$ cat config.mk
export PLATFORM = sky130hd
export DESIGN_NAME = sdlc_rx_hunt
export DESIGN_NICKNAME = d
export VERILOG_FILES = /design/src/rtl/sdlc_rx_pkg.sv /design/src/rtl/sdlc_bit_deframer.sv /design/src/rtl/sdlc_fcs_check.sv /design/src/rtl/sdlc_frame_ctrl.sv /design/src/rtl/sdlc_rx_hunt.sv
export SDC_FILE = /design/constraint.sdc
export NUM_CORES = 1
export LEC_CHECK = 0
export ABC_AREA = 1
export BUFFER_PORTS_ARGS = -buffer_cell sky130_fd_sc_hd__buf_2
export CAP_MARGIN = 20
export CORE_UTILIZATION = 55
export DETAILED_ROUTE_END_ITERATION = 12
export PLACE_DENSITY_LB_ADDON = 0.15
export SYNTH_ARGS = -nofsm -noshare
export SYNTH_HDL_FRONTEND = slang
export SYNTH_HIERARCHICAL = 1
export SYNTH_SLANG_ARGS = --single-unit
$ cat constraint.sdc
create_clock -name clk -period 2.5 [get_ports clk]
set_clock_uncertainty 0.15 [all_clocks]
set_input_delay 0.25 -clock clk [delete_from_list [all_inputs] [get_ports clk]]
set_output_delay 0.25 -clock clk [all_outputs]
set_load 0.01 [all_outputs]
$ cat src/rtl/sdlc_rx_pkg.sv
package sdlc_rx_pkg;

  localparam int BYTE_W = 8;
  localparam logic [15:0] FCS_POLY_REFL = 16'h8408;
  localparam logic [15:0] FCS_PRESET    = 16'hFFFF;
  localparam logic [15:0] FCS_RESIDUE   = 16'hF0B8;
  localparam logic [BYTE_W-1:0] ADDR_BROADCAST = 8'hFF;

  typedef enum logic [1:0] {
    ST_HUNT  = 2'd0,
    ST_ADDR  = 2'd1,
    ST_FRAME = 2'd2
  } rx_state_e;

  // One byte through the reflected CCITT check, bit 0 first.
  function automatic logic [15:0] fcs_next(input logic [15:0] cur,
                                           input logic [BYTE_W-1:0] din);
    logic [15:0] r;
    r = cur;
    for (int i = 0; i < BYTE_W; i++) begin
      if (r[0] ^ din[i]) r = (r >> 1) ^ FCS_POLY_REFL;
      else               r = r >> 1;
    end
    return r;
  endfunction

  // Station address acceptance.
  function automatic logic addr_hit(input logic [BYTE_W-1:0] rx,
                                    input logic [BYTE_W-1:0] own,
                                    input logic nibble_only);
    if (rx == ADDR_BROADCAST) return 1'b1;
    if (nibble_only)          return rx[BYTE_W-1:BYTE_W/2] == own[BYTE_W-1:BYTE_W/2];
    return rx == own;
  endfunction

endpackage

$ cat src/rtl/sdlc_bit_deframer.sv
module sdlc_bit_deframer #(
  parameter int STUFF_RUN = 5
) (
  input  logic clk,
  input  logic rst_n,
  input  logic enable,
  input  logic bit_en,
  input  logic rx_bit,
  output logic ev_flag,
  output logic ev_abort,
  output logic ev_data,
  output logic data_bit
);
  localparam int FLAG_RUN  = STUFF_RUN + 1;
  localparam int ABORT_CAP = STUFF_RUN + 2;
  localparam int RUN_W     = $clog2(ABORT_CAP + 1);

  logic [RUN_W-1:0] ones_q;

  // Classify the current line bit against the run of 1s before it.
  always_comb begin
    ev_flag  = 1'b0;
    ev_abort = 1'b0;
    ev_data  = 1'b0;
    data_bit = rx_bit;
    if (enable && bit_en) begin
      if (rx_bit) begin
        if (ones_q == RUN_W'(FLAG_RUN))     ev_abort = 1'b1;
        else if (ones_q < RUN_W'(FLAG_RUN)) ev_data  = 1'b1;
      end else begin
        if (ones_q == RUN_W'(FLAG_RUN))          ev_flag = 1'b1;
        else if (ones_q != RUN_W'(STUFF_RUN))    ev_data = 1'b1;
      end
    end
  end

  always_ff @(posedge clk or negedge rst_n) begin
    if (!rst_n)               ones_q <= '0;
    else if (!enable)         ones_q <= '0;
    else if (bit_en) begin
      if (!rx_bit)                           ones_q <= '0;
      else if (ones_q != RUN_W'(ABORT_CAP))  ones_q <= ones_q + RUN_W'(1);
    end
  end

  // any delimiter leaves the run counter cleared
  p_flag_clears_run_r3: assert property (@(posedge clk) disable iff (!rst_n)
    ev_flag |=> (ones_q == '0));

  // an abort is reported only when the run has reached its cap
  p_abort_caps_run_r4: assert property (@(posedge clk) disable iff (!rst_n)
    ev_abort |=> (ones_q == RUN_W'(ABORT_CAP)));

endmodule

$ cat src/rtl/sdlc_fcs_check.sv
module sdlc_fcs_check
  import sdlc_rx_pkg::*;
(
  input  logic              clk,
  input  logic              rst_n,
  input  logic              clear,
  input  logic              upd,
  input  logic [BYTE_W-1:0] din,
  output logic [15:0]       fcs_q
);
  always_ff @(posedge clk or negedge rst_n) begin
    if (!rst_n)     fcs_q <= FCS_PRESET;
    else if (clear) fcs_q <= FCS_PRESET;
    else if (upd)   fcs_q <= fcs_next(fcs_q, din);
  end

  // each frame's check starts from the preset value
  p_preset_on_delim_r9: assert property (@(posedge clk) disable iff (!rst_n)
    clear |=> (fcs_q == FCS_PRESET));

  // the check register never changes without a byte or a delimiter
  p_quiet_hold_r9: assert property (@(posedge clk) disable iff (!rst_n)
    (!clear && !upd) |=> $stable(fcs_q));

endmodule

$ cat src/rtl/sdlc_frame_ctrl.sv
module sdlc_frame_ctrl
  import sdlc_rx_pkg::*;
#(
  parameter int FCS_BYTES = 2
) (
  input  logic              clk,
  input  logic              rst_n,
  input  logic              rx_enable,
  input  logic              hunt_cmd,
  input  logic              addr_search_en,
  input  logic              addr_nibble_only,
  input  logic [BYTE_W-1:0] station_addr,
  input  logic              ev_flag,
  input  logic              ev_abort,
  input  logic              ev_data,
  input  logic              data_bit,
  input  logic [15:0]       fcs_q,
  output logic              fcs_clear,
  output logic              fcs_upd,
  output logic [BYTE_W-1:0] fcs_byte,
  output logic              wr_valid,
  output logic [BYTE_W-1:0] wr_data,
  output logic              wr_eof,
  output logic              wr_crc_err,
  output logic              hunt_status
);
  localparam int HOLD  = FCS_BYTES + 1;
  localparam int CNT_W = $clog2(HOLD + 1);
  localparam int BIT_W = $clog2(BYTE_W);

  rx_state_e         state_q;
  logic [BYTE_W-1:0] sh_q;
  logic [BIT_W-1:0]  bitcnt_q;
  logic [CNT_W-1:0]  nbytes_q;
  logic [BYTE_W-1:0] hold_q [HOLD];

  logic              force_hunt;
  logic              byte_done;
  logic [BYTE_W-1:0] new_byte;
  logic              addr_ok;
  logic              push;
  logic              pipe_full;
  logic [BYTE_W-1:0] oldest;

  assign force_hunt = !rx_enable || hunt_cmd;
  assign new_byte   = {data_bit, sh_q[BYTE_W-1:1]};
  assign byte_done  = ev_data && (state_q != ST_HUNT) && (bitcnt_q == BIT_W'(BYTE_W - 1));
  assign addr_ok    = !addr_search_en || addr_hit(new_byte, station_addr, addr_nibble_only);
  assign pipe_full  = (nbytes_q == CNT_W'(HOLD));
  assign push       = !force_hunt && byte_done &&
                      (state_q == ST_FRAME || (state_q == ST_ADDR && addr_ok));

  assign fcs_clear   = ev_flag;
  assign fcs_upd     = byte_done;
  assign fcs_byte    = new_byte;
  assign hunt_status = (state_q == ST_HUNT);

  // Oldest byte still held back.
  always_comb begin
    oldest = hold_q[0];
    for (int i = 0; i < HOLD; i++)
      if (nbytes_q == CNT_W'(i + 1)) oldest = hold_q[i];
  end

  // Hold-back shift chain: slot 0 newest.
  for (genvar g = 0; g < HOLD; g++) begin : g_hold
    always_ff @(posedge clk or negedge rst_n) begin
      if (!rst_n)    hold_q[g] <= '0;
      else if (push) begin
        if (g == 0) hold_q[g] <= new_byte;
        else        hold_q[g] <= hold_q[(g == 0) ? 0 : g - 1];
      end
    end
  end

  always_ff @(posedge clk or negedge rst_n) begin
    if (!rst_n) begin
      state_q    <= ST_HUNT;
      sh_q       <= '0;
      bitcnt_q   <= '0;
      nbytes_q   <= '0;
      wr_valid   <= 1'b0;
      wr_data    <= '0;
      wr_eof     <= 1'b0;
      wr_crc_err <= 1'b0;
    end else begin
      wr_valid <= 1'b0;
      if (force_hunt || ev_abort) begin
        state_q  <= ST_HUNT;
        nbytes_q <= '0;
      end else if (ev_flag) begin
        if (state_q == ST_FRAME && nbytes_q != '0) begin
          wr_valid   <= 1'b1;
          wr_data    <= oldest;
          wr_eof     <= 1'b1;
          wr_crc_err <= !pipe_full || (fcs_q != FCS_RESIDUE);
        end
        state_q  <= ST_ADDR;
        bitcnt_q <= '0;
        nbytes_q <= '0;
      end else if (ev_data && state_q != ST_HUNT) begin
        sh_q     <= new_byte;
        bitcnt_q <= bitcnt_q + BIT_W'(1);
        if (byte_done) begin
          if (state_q == ST_ADDR) begin
            if (addr_ok) begin
              state_q  <= ST_FRAME;
              nbytes_q <= CNT_W'(1);
            end else begin
              state_q  <= ST_HUNT;
            end
          end else if (pipe_full) begin
            wr_valid   <= 1'b1;
            wr_data    <= hold_q[HOLD-1];
            wr_eof     <= 1'b0;
            wr_crc_err <= 1'b0;
          end else begin
            nbytes_q <= nbytes_q + CNT_W'(1);
          end
        end
      end
    end
  end

  // nothing is written out of the hunt
  p_no_write_hunting_r2: assert property (@(posedge clk) disable iff (!rst_n)
    wr_valid |-> ($past(state_q) != ST_HUNT));

  // end of frame only follows a delimiter
  p_eof_after_delim_r8: assert property (@(posedge clk) disable iff (!rst_n)
    (wr_valid && wr_eof) |-> $past(ev_flag));

  // a non-final byte never carries an error
  p_mid_clean_r8: assert property (@(posedge clk) disable iff (!rst_n)
    (wr_valid && !wr_eof) |-> !wr_crc_err);

  // abort lands in the hunt without a write
  p_abort_hunt_r4: assert property (@(posedge clk) disable iff (!rst_n)
    (rx_enable && ev_abort) |=> (hunt_status && !wr_valid));

  // disable holds the hunt and silences writes
  p_disabled_quiet_r1: assert property (@(posedge clk) disable iff (!rst_n)
    !rx_enable |=> (hunt_status && !wr_valid));

  // the hunt command takes effect on the next cycle
  p_hunt_cmd_r11: assert property (@(posedge clk) disable iff (!rst_n)
    hunt_cmd |=> hunt_status);

  // a frame too short for its check is flagged
  p_short_flagged_r10: assert property (@(posedge clk) disable iff (!rst_n)
    (wr_valid && wr_eof && ($past(nbytes_q) != CNT_W'(HOLD))) |-> wr_crc_err);

endmodule

$ cat src/rtl/sdlc_rx_hunt.sv
module sdlc_rx_hunt
  import sdlc_rx_pkg::*;
#(
  parameter int FCS_BYTES = 2,
  parameter int STUFF_RUN = 5
) (
  input  logic              clk,
  input  logic              rst_n,
  input  logic              bit_en,
  input  logic              rx_bit,
  input  logic              rx_enable,
  input  logic              hunt_cmd,
  input  logic              addr_search_en,
  input  logic              addr_nibble_only,
  input  logic [BYTE_W-1:0] station_addr,
  output logic              wr_valid,
  output logic [BYTE_W-1:0] wr_data,
  output logic              wr_eof,
  output logic              wr_crc_err,
  output logic              hunt_status
);
  logic              ev_flag, ev_abort, ev_data, data_bit;
  logic              fcs_clear, fcs_upd;
  logic [BYTE_W-1:0] fcs_byte;
  logic [15:0]       fcs_q;

  sdlc_bit_deframer #(.STUFF_RUN(STUFF_RUN)) u_deframe (
    .clk      (clk),
    .rst_n    (rst_n),
    .enable   (rx_enable),
    .bit_en   (bit_en),
    .rx_bit   (rx_bit),
    .ev_flag  (ev_flag),
    .ev_abort (ev_abort),
    .ev_data  (ev_data),
    .data_bit (data_bit)
  );

  sdlc_fcs_check u_fcs (
    .clk   (clk),
    .rst_n (rst_n),
    .clear (fcs_clear),
    .upd   (fcs_upd),
    .din   (fcs_byte),
    .fcs_q (fcs_q)
  );

  sdlc_frame_ctrl #(.FCS_BYTES(FCS_BYTES)) u_ctrl (
    .clk              (clk),
    .rst_n            (rst_n),
    .rx_enable        (rx_enable),
    .hunt_cmd         (hunt_cmd),
    .addr_search_en   (addr_search_en),
    .addr_nibble_only (addr_nibble_only),
    .station_addr     (station_addr),
    .ev_flag          (ev_flag),
    .ev_abort         (ev_abort),
    .ev_data          (ev_data),
    .data_bit         (data_bit),
    .fcs_q            (fcs_q),
    .fcs_clear        (fcs_clear),
    .fcs_upd          (fcs_upd),
    .fcs_byte         (fcs_byte),
    .wr_valid         (wr_valid),
    .wr_data          (wr_data),
    .wr_eof           (wr_eof),
    .wr_crc_err       (wr_crc_err),
    .hunt_status      (hunt_status)
  );

endmodule

==> metrics.txt <==
gpl congestion=0.859; vias in the first global route=3200; Post-CTS Setup Bufs=0; Cell Rows=30; DRT iter0 DRCs=approximately 180; top cell type's share of synthesized area=0.338; CP Capture Type=register; most common cell in the netlist=nand2_1; Routed Antenna Nets=0; worst path required time=2.64 ns; unique cell type count in the Yosys netlist=39; Main synth FF type=dfrtp_1; Synth area leaders=dfrtp_1 (34%), nand2_1 (17%), dfstp_2 (11%); die footprint=approximately 7300 µm²; CTS clk-pin slew, worst paths=about 0.070 ns; initial antenna violation count=0; Via density=5.34; I/O Pins=28; post-synthesis register bit count=a little under 70; Max-Cap Viols=0; Synth top cells by count=nand2_1 (170), dfrtp_1 (52), nand3_1 (45); Clock Latency Late Sink=0.35 ns; status=complete, no violations; DR vias=3254; crit share post-route=0.882; CTS Hold Bufs=1; total track usage=0.254; pin count of the biggest net entering global routing=46; startpoint class of the critical path=register; DP Wirelength=5700 µm; Inserted Clock Buffers=9; Synth async-reset ratio=1.00; die width=85.6 µm; unrepaired setup endpoints after global routing=no; ANT cells=0; H-tree depth=3; final hold violations=0; min Tclk post-route=2.20 ns; post-layout util=0.621; initial core utilization=0.569; Setup TNS Final=0 ns; CP Class=register to register; WP data arrival=2.35 ns; # port buffers=27; Hold Path Class=input pin to register; DRT Pass-1 Iters=5; final wirelength=8260 µm; area delta synth->final=9.08%; layout net count=549; WL/cell=13.6 µm; Relative slew margins=0.612; Syn Nets=521; DRC viols=0; Core Area=6760 µm²; synthesized area=3840 µm²; CTS sink count=68; Post-synth EDFFs=0; Synth area leader=dfrtp_1; sequential share of the synthesized area=0.448; Slew Limit Fails=0; Longest Clk Path Bufs=2; Die Y=85.6 µm; Mapped Cells=496; Cell Area, Placed=4020 µm²; Final Setup Violations=0; layout cells sized above 1=0.181; max frequency=454 MHz; warnings from Yosys=6; Power Density=around 560 nW/µm²; Remaining Overflow, GRT=0; final instance area=around 4200 µm²; CP Max Fanout=24; post_cts resized=0; peak supply drop=between 0.0003 and 0.0004 V; Leakage=2.21 nW; first-pass GRT wire length=roughly 15000 µm; root buf cell=clkbuf_8; worst-margin pin slew=0.582 ns; TritonCTS clock tree=yes; syn_area_per_cell=7.75 µm²
## report_power, final
part | switching, mW | leakage [nW] | total, mW | internal [mW]
Combinational | 0.201 | 1.25 | 0.325 | 0.124
Sequential | 0.0755 | 0.878 | 1.22 | 1.15
Clock | 0.434 | 0.0848 | 0.787 | 0.353
## layout by cell type, fill, tap and decap left out, types with 2 or more instances in the layout
cell,Yosys,final
nor3_2,2,2
o21ai_1,11,11
nand2_1,170,170
nand4_1,4,4
clkinvlp_4,0,2
nand2_4,2,2
a32o_1,2,2
a22oi_1,2,2
ha_1,9,9
nor2_1,29,29
inv_2,8,8
dfrtp_1,52,52
xor2_1,4,4
nor3_1,7,7
a31oi_1,4,4
clkinv_2,0,4
nand3_1,45,45
buf_2,3,27
xnor2_2,2,2
a21oi_1,13,13
nand3b_1,2,2
dfstp_2,16,16
o21ai_0,25,25
buf_4,8,5
nand2_2,12,12
nor4_1,2,2
clkbuf_8,0,9
xnor2_1,7,7
inv_1,39,39
## sequential cells by signal (all words and copies together), names as in the netlist
| signal | cells |
|---|---|
| u_ctrl/bitcnt_q | 3 |
| u_ctrl/hold_q | 24 |
| u_ctrl/nbytes_q | 2 |
| u_ctrl/sh_q | 7 |
| u_ctrl/state_q | 2 |
| u_ctrl/wr_crc_err | 1 |
| u_ctrl/wr_data | 8 |
| u_ctrl/wr_eof | 1 |
| u_ctrl/wr_valid | 1 |
| u_deframe/ones_q | 3 |
| u_fcs/fcs_q | 16 |
## cell type report
class / count / area [µm²]
timing repair buffer: 34 / 203
fill: 624 / 2560
clock buffer: 9 / 124
clock inverter: 7 / 43.8
tap: 80 / 100
multi-input combinational: 364 / 1830
sequential: 68 / 1720
inverter: 47 / 176
## critical path, cell delays in order, from the launching register on
cell,delay [ns]
dfrtp_1,0.42
inv_1,0.06
ha_1,0.20
inv_1,0.05
nand2_1,0.04
nand2_1,0.06
nand2_1,0.04
nor2_1,0.08
inv_1,0.07
nor2_4,0.15
nand2_2,0.12
nor3_4,0.19
buf_4,0.31
nand3_1,0.12
nand2_1,0.08
## routing by layer
layer / vias to the layer above / global-route usage / part of all wire
met3: 20 / 0.0385 / 0.034
met4: 0 / 0.139 / 0.026
li1: 1651 / - / -
met2: 74 / 0.418 / 0.47
met1: 1509 / 0.325 / 0.47
met5: - / 0 / 0
## cell families after synthesis
group | after synthesis | share of synthesized area
buffers and inverters | 64 | 0.0774
adders and majority gates | 9 | 0.0293
xor gates and xnor gates | 13 | 0.0335
and+or+nand+nor | 282 | 0.327
DFF | 68 | 0.448
AOI/OAI and AO/OA | 60 | 0.0849
## worst paths after layout
check	slack, ns	endpoint	cells past startpoint	startpoint
hold reg to reg	0.32	u_ctrl/hold_q[7]$_DFFE_PN0P_	2	u_ctrl/hold_q[7]$_DFFE_PN0P_
setup reg to reg	0.30	u_ctrl/hold_q[9]$_DFFE_PN0P_	14	u_deframe/ones_q[0]$_DFFE_PN0P_
max in group asynchronous	1.21	u_fcs/fcs_q[13]$_DFFE_PN1P_	3	rst_n
min in group asynchronous	0.28	u_ctrl/nbytes_q[0]$_DFFE_PN0P_	2	rst_n
setup / recovery	0.30	u_ctrl/hold_q[9]$_DFFE_PN0P_	14	u_deframe/ones_q[0]$_DFFE_PN0P_
hold / removal	0.08	u_deframe/ones_q[2]$_DFFE_PN0P_	3	rx_enable
## stage by stage
step                setup slack [ns]  hold slack [ns]  instances  total power [mW]
floorplan                      0.468           -0.196        496              1.46
global placement               0.345            0.132        592              1.55
detailed placement             0.310            0.133        592              1.56
CTS                            0.285           0.0654        609              2.36
global route                  0.0381           0.0715        609              2.46
finish                         0.295           0.0781        609              2.33
Power figures use the tool's default switching activity.
